[config.mk]
export PLATFORM = sky130hd
export DESIGN_NAME = bdac_i2c_regs
export DESIGN_NICKNAME = d
export VERILOG_FILES = /design/src/rtl/bdac_pkg.sv /design/src/rtl/bdac_line_filter.sv /design/src/rtl/bdac_i2c_engine.sv /design/src/rtl/bdac_chan_bank.sv /design/src/rtl/bdac_i2c_regs.sv
export SDC_FILE = /design/constraint.sdc
export NUM_CORES = 1
export LEC_CHECK = 0
export BUFFER_PORTS_ARGS = -buffer_cell sky130_fd_sc_hd__buf_2
export CAP_MARGIN = 40
export CORE_MARGIN = 4
export CORE_UTILIZATION = 43
export CTS_CLUSTER_DIAMETER = 30
export DETAILED_ROUTE_END_ITERATION = 12
export PLACE_DENSITY = 0.69
export RECOVER_POWER = 100
export SYNTH_ARGS = -nofsm -noshare
export SYNTH_HDL_FRONTEND = slang
export SYNTH_SLANG_ARGS = --single-unit
[constraint.sdc]
create_clock -name clk -period 5.2 [get_ports clk]
set_input_delay 1.04 -clock clk [delete_from_list [all_inputs] [get_ports clk]]
set_output_delay 1.04 -clock clk [all_outputs]
set_load 0.01 [all_outputs]
[src/rtl/bdac_pkg.sv]
package bdac_pkg;

    localparam int MAG_W = 7;
    localparam int BYTE_W = 8;
    // low five bits of the 7-bit bus address, below the two strap bits
    localparam logic [4:0] ADDR_FIXED = 5'b10000;
    // upper six bits of every channel register address
    localparam logic [5:0] WINDOW_TAG = 6'b111110;

    typedef struct packed {
        logic             dir;
        logic [MAG_W-1:0] mag;
    } chan_set_t;

    typedef enum logic [2:0] {
        PH_IDLE,
        PH_ADDR,
        PH_PTR,
        PH_WDATA,
        PH_ACK,
        PH_TX,
        PH_TXACK,
        PH_SKIP
    } phase_t;

    function automatic logic ptr_hit(input logic [BYTE_W-1:0] p, input int nch);
        return (p[7:2] == WINDOW_TAG) && (int'(p[1:0]) < nch);
    endfunction

endpackage

[src/rtl/bdac_line_filter.sv]
module bdac_line_filter #(
    parameter int LINES = 2,
    parameter int DEPTH = 3
) (
    input  logic             clk,
    input  logic             rst,
    input  logic [LINES-1:0] raw,
    output logic [LINES-1:0] clean
);

    for (genvar i = 0; i < LINES; i++) begin : g_line
        logic [1:0]       sync;
        logic [DEPTH-1:0] hist;
        logic             q;

        always_ff @(posedge clk) begin
            if (rst) begin
                sync <= '1;
                hist <= '1;
                q    <= 1'b1;
            end else begin
                sync <= {sync[0], raw[i]};
                hist <= {hist[DEPTH-2:0], sync[1]};
                // the output follows only once DEPTH samples agree
                if (&hist)
                    q <= 1'b1;
                else if (~|hist)
                    q <= 1'b0;
            end
        end

        assign clean[i] = q;
    end

endmodule

[src/rtl/bdac_i2c_engine.sv]
module bdac_i2c_engine
    import bdac_pkg::*;
#(
    parameter int NCH = 4
) (
    input  logic              clk,
    input  logic              rst,
    input  logic              scl,
    input  logic              sda,
    input  logic [1:0]        strap,
    input  logic [BYTE_W-1:0] rd_data,
    output logic              sda_oe,
    output logic              wr_en,
    output logic [BYTE_W-1:0] wr_data,
    output logic [BYTE_W-1:0] ptr
);

    logic scl_q, sda_q;
    logic scl_rise, scl_fall, bus_start, bus_stop;

    phase_t            ph, after_ack;
    logic [3:0]        cnt;
    logic [BYTE_W-1:0] sr;
    logic [6:0]        tx_rest;
    logic              host_ack;

    always_ff @(posedge clk) begin
        if (rst) begin
            scl_q <= 1'b1;
            sda_q <= 1'b1;
        end else begin
            scl_q <= scl;
            sda_q <= sda;
        end
    end

    assign scl_rise  = scl & ~scl_q;
    assign scl_fall  = ~scl & scl_q;
    assign bus_start = scl & scl_q & sda_q & ~sda;
    assign bus_stop  = scl & scl_q & ~sda_q & sda;

    always_ff @(posedge clk) begin
        if (rst) begin
            ph        <= PH_IDLE;
            after_ack <= PH_IDLE;
            cnt       <= '0;
            sr        <= '0;
            tx_rest   <= '0;
            host_ack  <= 1'b0;
            sda_oe    <= 1'b0;
            wr_en     <= 1'b0;
            wr_data   <= '0;
            ptr       <= '0;
        end else begin
            wr_en <= 1'b0;
            if (bus_start) begin
                ph     <= PH_ADDR;
                cnt    <= '0;
                sda_oe <= 1'b0;
            end else if (bus_stop) begin
                ph     <= PH_IDLE;
                sda_oe <= 1'b0;
            end else begin
                unique case (ph)
                    PH_ADDR, PH_PTR, PH_WDATA: begin
                        if (scl_rise) begin
                            sr  <= {sr[6:0], sda};
                            cnt <= cnt + 4'd1;
                        end else if (scl_fall && cnt == 4'd8) begin
                            cnt <= '0;
                            if (ph == PH_ADDR) begin
                                if (sr[7:1] == {strap, ADDR_FIXED}) begin
                                    sda_oe    <= 1'b1;
                                    ph        <= PH_ACK;
                                    after_ack <= sr[0] ? PH_TX : PH_PTR;
                                end else begin
                                    ph <= PH_SKIP;
                                end
                            end else if (ph == PH_PTR) begin
                                ptr       <= sr;
                                sda_oe    <= 1'b1;
                                ph        <= PH_ACK;
                                after_ack <= PH_WDATA;
                            end else if (ptr_hit(ptr, NCH)) begin
                                wr_en     <= 1'b1;
                                wr_data   <= sr;
                                sda_oe    <= 1'b1;
                                ph        <= PH_ACK;
                                after_ack <= PH_WDATA;
                            end else begin
                                ph <= PH_SKIP;
                            end
                        end
                    end
                    PH_ACK: begin
                        if (scl_fall) begin
                            ph  <= after_ack;
                            cnt <= '0;
                            if (after_ack == PH_TX) begin
                                tx_rest <= rd_data[6:0];
                                sda_oe  <= ~rd_data[7];
                            end else begin
                                sda_oe <= 1'b0;
                            end
                        end
                    end
                    PH_TX: begin
                        if (scl_rise) begin
                            cnt <= cnt + 4'd1;
                        end else if (scl_fall) begin
                            if (cnt == 4'd8) begin
                                sda_oe <= 1'b0;
                                ph     <= PH_TXACK;
                                cnt    <= '0;
                            end else begin
                                sda_oe  <= ~tx_rest[6];
                                tx_rest <= {tx_rest[5:0], 1'b0};
                            end
                        end
                    end
                    PH_TXACK: begin
                        if (scl_rise) begin
                            host_ack <= ~sda;
                        end else if (scl_fall) begin
                            if (host_ack) begin
                                tx_rest <= rd_data[6:0];
                                sda_oe  <= ~rd_data[7];
                                ph      <= PH_TX;
                                cnt     <= '0;
                            end else begin
                                ph <= PH_SKIP;
                            end
                        end
                    end
                    default: ;
                endcase
            end
        end
    end

endmodule

[src/rtl/bdac_chan_bank.sv]
module bdac_chan_bank
    import bdac_pkg::*;
#(
    parameter int NCH = 4
) (
    input  logic                 clk,
    input  logic                 rst,
    input  logic                 wr_en,
    input  logic [BYTE_W-1:0]    wr_data,
    input  logic [BYTE_W-1:0]    ptr,
    output logic [BYTE_W-1:0]    rd_data,
    output logic [NCH-1:0]       sink_en,
    output logic [NCH-1:0]       source_en,
    output logic [NCH*MAG_W-1:0] mag_o
);

    chan_set_t regs [NCH];
    logic      hit;

    assign hit = ptr_hit(ptr, NCH);

    for (genvar c = 0; c < NCH; c++) begin : g_chan
        logic live;

        always_ff @(posedge clk) begin
            if (rst)
                regs[c] <= '0;
            else if (wr_en && hit && ptr[1:0] == 2'(c))
                regs[c] <= chan_set_t'(wr_data);
        end

        assign live                  = |regs[c].mag;
        assign sink_en[c]            = ~regs[c].dir & live;
        assign source_en[c]          = regs[c].dir & live;
        assign mag_o[c*MAG_W +: MAG_W] = regs[c].mag;
    end

    always_comb begin
        rd_data = '0;
        for (int c = 0; c < NCH; c++) begin
            if (hit && ptr[1:0] == 2'(c))
                rd_data = regs[c];
        end
    end

endmodule

[src/rtl/bdac_i2c_regs.sv]
module bdac_i2c_regs
    import bdac_pkg::*;
#(
    parameter int NCH = 4
) (
    input  logic                 clk,
    input  logic                 rst,
    input  logic                 scl_i,
    input  logic                 sda_i,
    input  logic [1:0]           strap_i,
    output logic                 sda_oe,
    output logic [NCH-1:0]       sink_en,
    output logic [NCH-1:0]       source_en,
    output logic [NCH*MAG_W-1:0] mag_o
);

    logic [1:0]        line_clean;
    logic              wr_en;
    logic [BYTE_W-1:0] wr_data, ptr, rd_data;

    bdac_line_filter #(.LINES(2), .DEPTH(3)) u_filt (
        .clk   (clk),
        .rst   (rst),
        .raw   ({scl_i, sda_i}),
        .clean (line_clean)
    );

    bdac_i2c_engine #(.NCH(NCH)) u_eng (
        .clk     (clk),
        .rst     (rst),
        .scl     (line_clean[1]),
        .sda     (line_clean[0]),
        .strap   (strap_i),
        .rd_data (rd_data),
        .sda_oe  (sda_oe),
        .wr_en   (wr_en),
        .wr_data (wr_data),
        .ptr     (ptr)
    );

    bdac_chan_bank #(.NCH(NCH)) u_bank (
        .clk       (clk),
        .rst       (rst),
        .wr_en     (wr_en),
        .wr_data   (wr_data),
        .ptr       (ptr),
        .rd_data   (rd_data),
        .sink_en   (sink_en),
        .source_en (source_en),
        .mag_o     (mag_o)
    );

endmodule

==> flow_summary_export.csv <==
group,metric,value,unit
floorplan,placementRows,36,
critical_path,r2r_setup_slack,2930,ps
critical_path,crit_slowest_cell,"clkbuf_1",
global_routing,grt_pass1_vias,2854,
global_routing,groute.usage.overall,0.168,
timing,fin_tns_setup,0,ps
clocking,clkTransAtPathRegs,90,ps
detailed_routing,detail_route.first_pass.iterations,4,
synthesis,synth_edf_count,32,
synthesis,syn_area_per_cell,10.4,sq um
detailed_routing,detail_route.iter0.violations,288,
clocking,clock_sinks,90,
critical_path,cp.required,5250,ps
critical_path,r2r_cells,5,
global_routing,grt_pass1_wl,15200,microns
timing,finalClockSkew,11.5,ps
clocking,cts_setup_buffers,0,
critical_path,crit_chain,"buf_2, clkbuf_1, inv_1, o31ai_1, clkbuf_1",
timing,hold_viol_final,0,
status,outcome,"finished with violations",
critical_path,cp_max_fo,44,
clocking,cts_tree,"yes",
critical_path,crit_end,"u_bank.regs[0][7]",
synthesis,async_flop_share,0,
synthesis,netlist_area,4340,sq um
clocking,cts.root.buffer_cell,"clkbuf_8",
global_routing,antenna_found_initial,0,
finish,regArea,2120,sq um
synthesis,synthFlopType,"dfxtp_1",
finish,postLayoutCellArea,4550,sq um
floorplan,io_pins,43,
floorplan,initial_core_util,0.442,
synthesis,yosysTopAreaCellShare,0.267,
synthesis,synth.largest_area_cell,"dfxtp_1",
timing,fmax,278,MHz
synthesis,synth_seq_cells,90,
finish,nNetsFinal,431,
finish,multi_input_comb_area,1880,sq um
critical_path,crit_path_start,"rst",
critical_path,cp-start-kind,"input port",
synthesis,ys_warn_count,0,
place,placed_cell_area,4430,sq um
detailed_routing,vias_per_cell,5.47,
timing,rsz0062_at_grt,"false",
detailed_routing,routed_wirelength,9300,microns
place,place.detailed.hpwl,6730,microns
clocking,clkLatencyLatePin,360,ps
clocking,postCtsHoldBufs,0,
critical_path,cp.depth,5,
detailed_routing,drt-wirelength-per-cell,16.6,microns
timing,tightestPinTransition,1690,ps
critical_path,slowest_delay,1250,ps
floorplan,dieWidth,109,microns
clocking,htreeDepth,3,
status,violations,"capacitance limit, slew limit",
critical_path,worstSetupPathType,"in -> reg",
run,drv_cap,1,
synthesis,postSynthCellCount,416,
detailed_routing,drc,0,
synthesis,synthesis.nets,424,
timing,period_share,0.691,
critical_path,r2r-start,"u_eng.ptr[2]",
timing,slew_violations,45,
detailed_routing,num_vias,3066,
power,vdd_drop_max,0.000103,V
critical_path,crit_arrival,3640,ps
power,power_density,269,nW/um^2
min_path,hold_class,"reg -> reg",
global_routing,grt_overflow,0,
floorplan,dieArea,11800,sq um
floorplan,core_area,9820,sq um
clocking,clk_path_buf_depth,2,
place,portBuffers,42,
place,place_congestion,0.872,
timing,slew_headroom,-0.125,
finish,layout-drive-gt1-share,0.105,
detailed_routing,ant_nets,0,
finish,diodes,0,
critical_path,cp_top_family,"buffers and inverters",
finish,area_growth,4.78,%
clocking,cts-resized-gates,0,
floorplan,die_h,109,microns
power,fin_total_pwr,1.22,mW
timing,layout_min_cycle_time,3590,ps
critical_path,r2r_end,"u_bank.regs[0][7]",
timing,setup_viol,0,
power,p_leak,1.59,nW
synthesis,synth_seq_area_share,0.488,
synthesis,synth.distinct_cells,54,
critical_path,crit_top_cell,"clkbuf_1",
global_routing,grt_max_degree,45,
clocking,cts_made_buffers,9,
critical_path,endpoint_kind,"flop",
critical_path,path_buf_inv,4,
finish,num-fill-cells,969,
synthesis,synth_area_leaders,"dfxtp_1, edfxtp_1, mux2i_1",
how the worst min path moves through the flow:
stage                                        start                  endpoint  cells past startpoint
after floorplan           u_filt.g_line[0].sync[1]  u_filt.g_line[0].hist[0]                      1
after global placement    u_filt.g_line[1].sync[0]  u_filt.g_line[1].sync[1]                      1
after detailed placement  u_filt.g_line[0].sync[1]  u_filt.g_line[0].hist[0]                      1
after CTS                 u_filt.g_line[0].sync[1]  u_filt.g_line[0].hist[0]                      1
after global routing      u_filt.g_line[0].sync[1]  u_filt.g_line[0].hist[0]                      1
final                     u_filt.g_line[0].sync[0]  u_filt.g_line[0].sync[1]                      1
power breakdown:
group	switching (mW)	leakage (nW)	internal [mW]
Combinational	0.0237	0.684	0.0117
Sequential	0.00748	0.812	0.735
Clock	0.244	0.0912	0.201
cells in the final DEF (no fill, tap or decap), drive strengths merged, types with 3 or more instances in the layout:
master and instances:
mux4 8, nand3 5, o21ai 15, nor2 41, nand2b 7, or2 12, a22oi 5, nor3 5
mux2i 25, nor4 5, o31ai 3, nor2b 10, edfxtp 32, inv 5, a311oi 6, buf 5
a21oi 20, and2 35, clkbuf 52, clkinv 3, o22ai 4, o311ai 3, a31oi 4, nand4 3
nand2 18, and3b 3, dfxtp 58, or4 5
cell families (layout without fill, tap and decap cells):
group,Yosys count,after routing,synth area share
DFF,90,90,0.488
xor gates and xnor gates,3,3,0.00605
buffers and inverters,55,67,0.0789
and+or+nand+nor,160,160,0.206
AOI/OAI and AO/OA,73,73,0.115
adders and majority gates,2,2,0.00576
muxes,33,33,0.0991
stage by stage:
stage,std cells,hold WS [ps],setup WS (ps),util
detailed placement,545,393,2630,0.451
global placement,540,393,2210,0.447
finish,561,412,1610,0.464
global route,561,428,1230,0.464
CTS,561,413,2290,0.470
floorplan,416,389,2860,-
synth_stat cells, types with 4 or more instances:
| cell | count |
|---|---|
| a311oi_1 | 6 |
| nand2b_1 | 6 |
| clkbuf_1 | 13 |
| nor2_1 | 41 |
| dfxtp_1 | 58 |
| edfxtp_1 | 32 |
| nand2_1 | 18 |
| or4_1 | 5 |
| nor4_1 | 5 |
| o22ai_1 | 4 |
| a22oi_1 | 5 |
| inv_1 | 4 |
| o21ai_0 | 15 |
| a31oi_1 | 4 |
| mux4_2 | 8 |
| buf_4 | 28 |
| nor3_1 | 4 |
| mux2i_1 | 25 |
| nand3_1 | 5 |
| nor2b_1 | 10 |
| and2_1 | 35 |
| a21oi_1 | 20 |
| buf_2 | 7 |
| or2_2 | 12 |
routing by layer:
| metal | GRT usage | wire [microns] | vias up |
|---|---|---|---|
| li1 | - | - | 1487 |
| met1 | 0.241 | 4330 | 1474 |
| met2 | 0.247 | 4220 | 85 |
| met3 | 0.0281 | 500 | 20 |
| met4 | 0.0812 | 244 | 0 |
| met5 | 0 | 0 | - |
state kept, by name, indices dropped and copies added, names as in the netlist, 2 cells and up:
name	cells
u_filt.g_line.q	2
u_eng.cnt	4
u_filt.g_line.hist	6
u_eng.after_ack	3
u_eng.ptr	8
u_bank.regs	32
u_filt.g_line.sync	4
u_eng.sr	8
u_eng.tx_rest	7
u_eng.wr_data	8
u_eng.ph	3
final cells by class:
class,count,area share
Clock inverter,6,0.00825
Sequential cell,90,0.466
Timing Repair Buffer,47,0.0401
Multi-Input combinational cell,271,0.413
Clock buffer,10,0.0327
Inverter,4,0.00330
Tap cell,133,0.0366
Power figures use the tool's default switching activity.
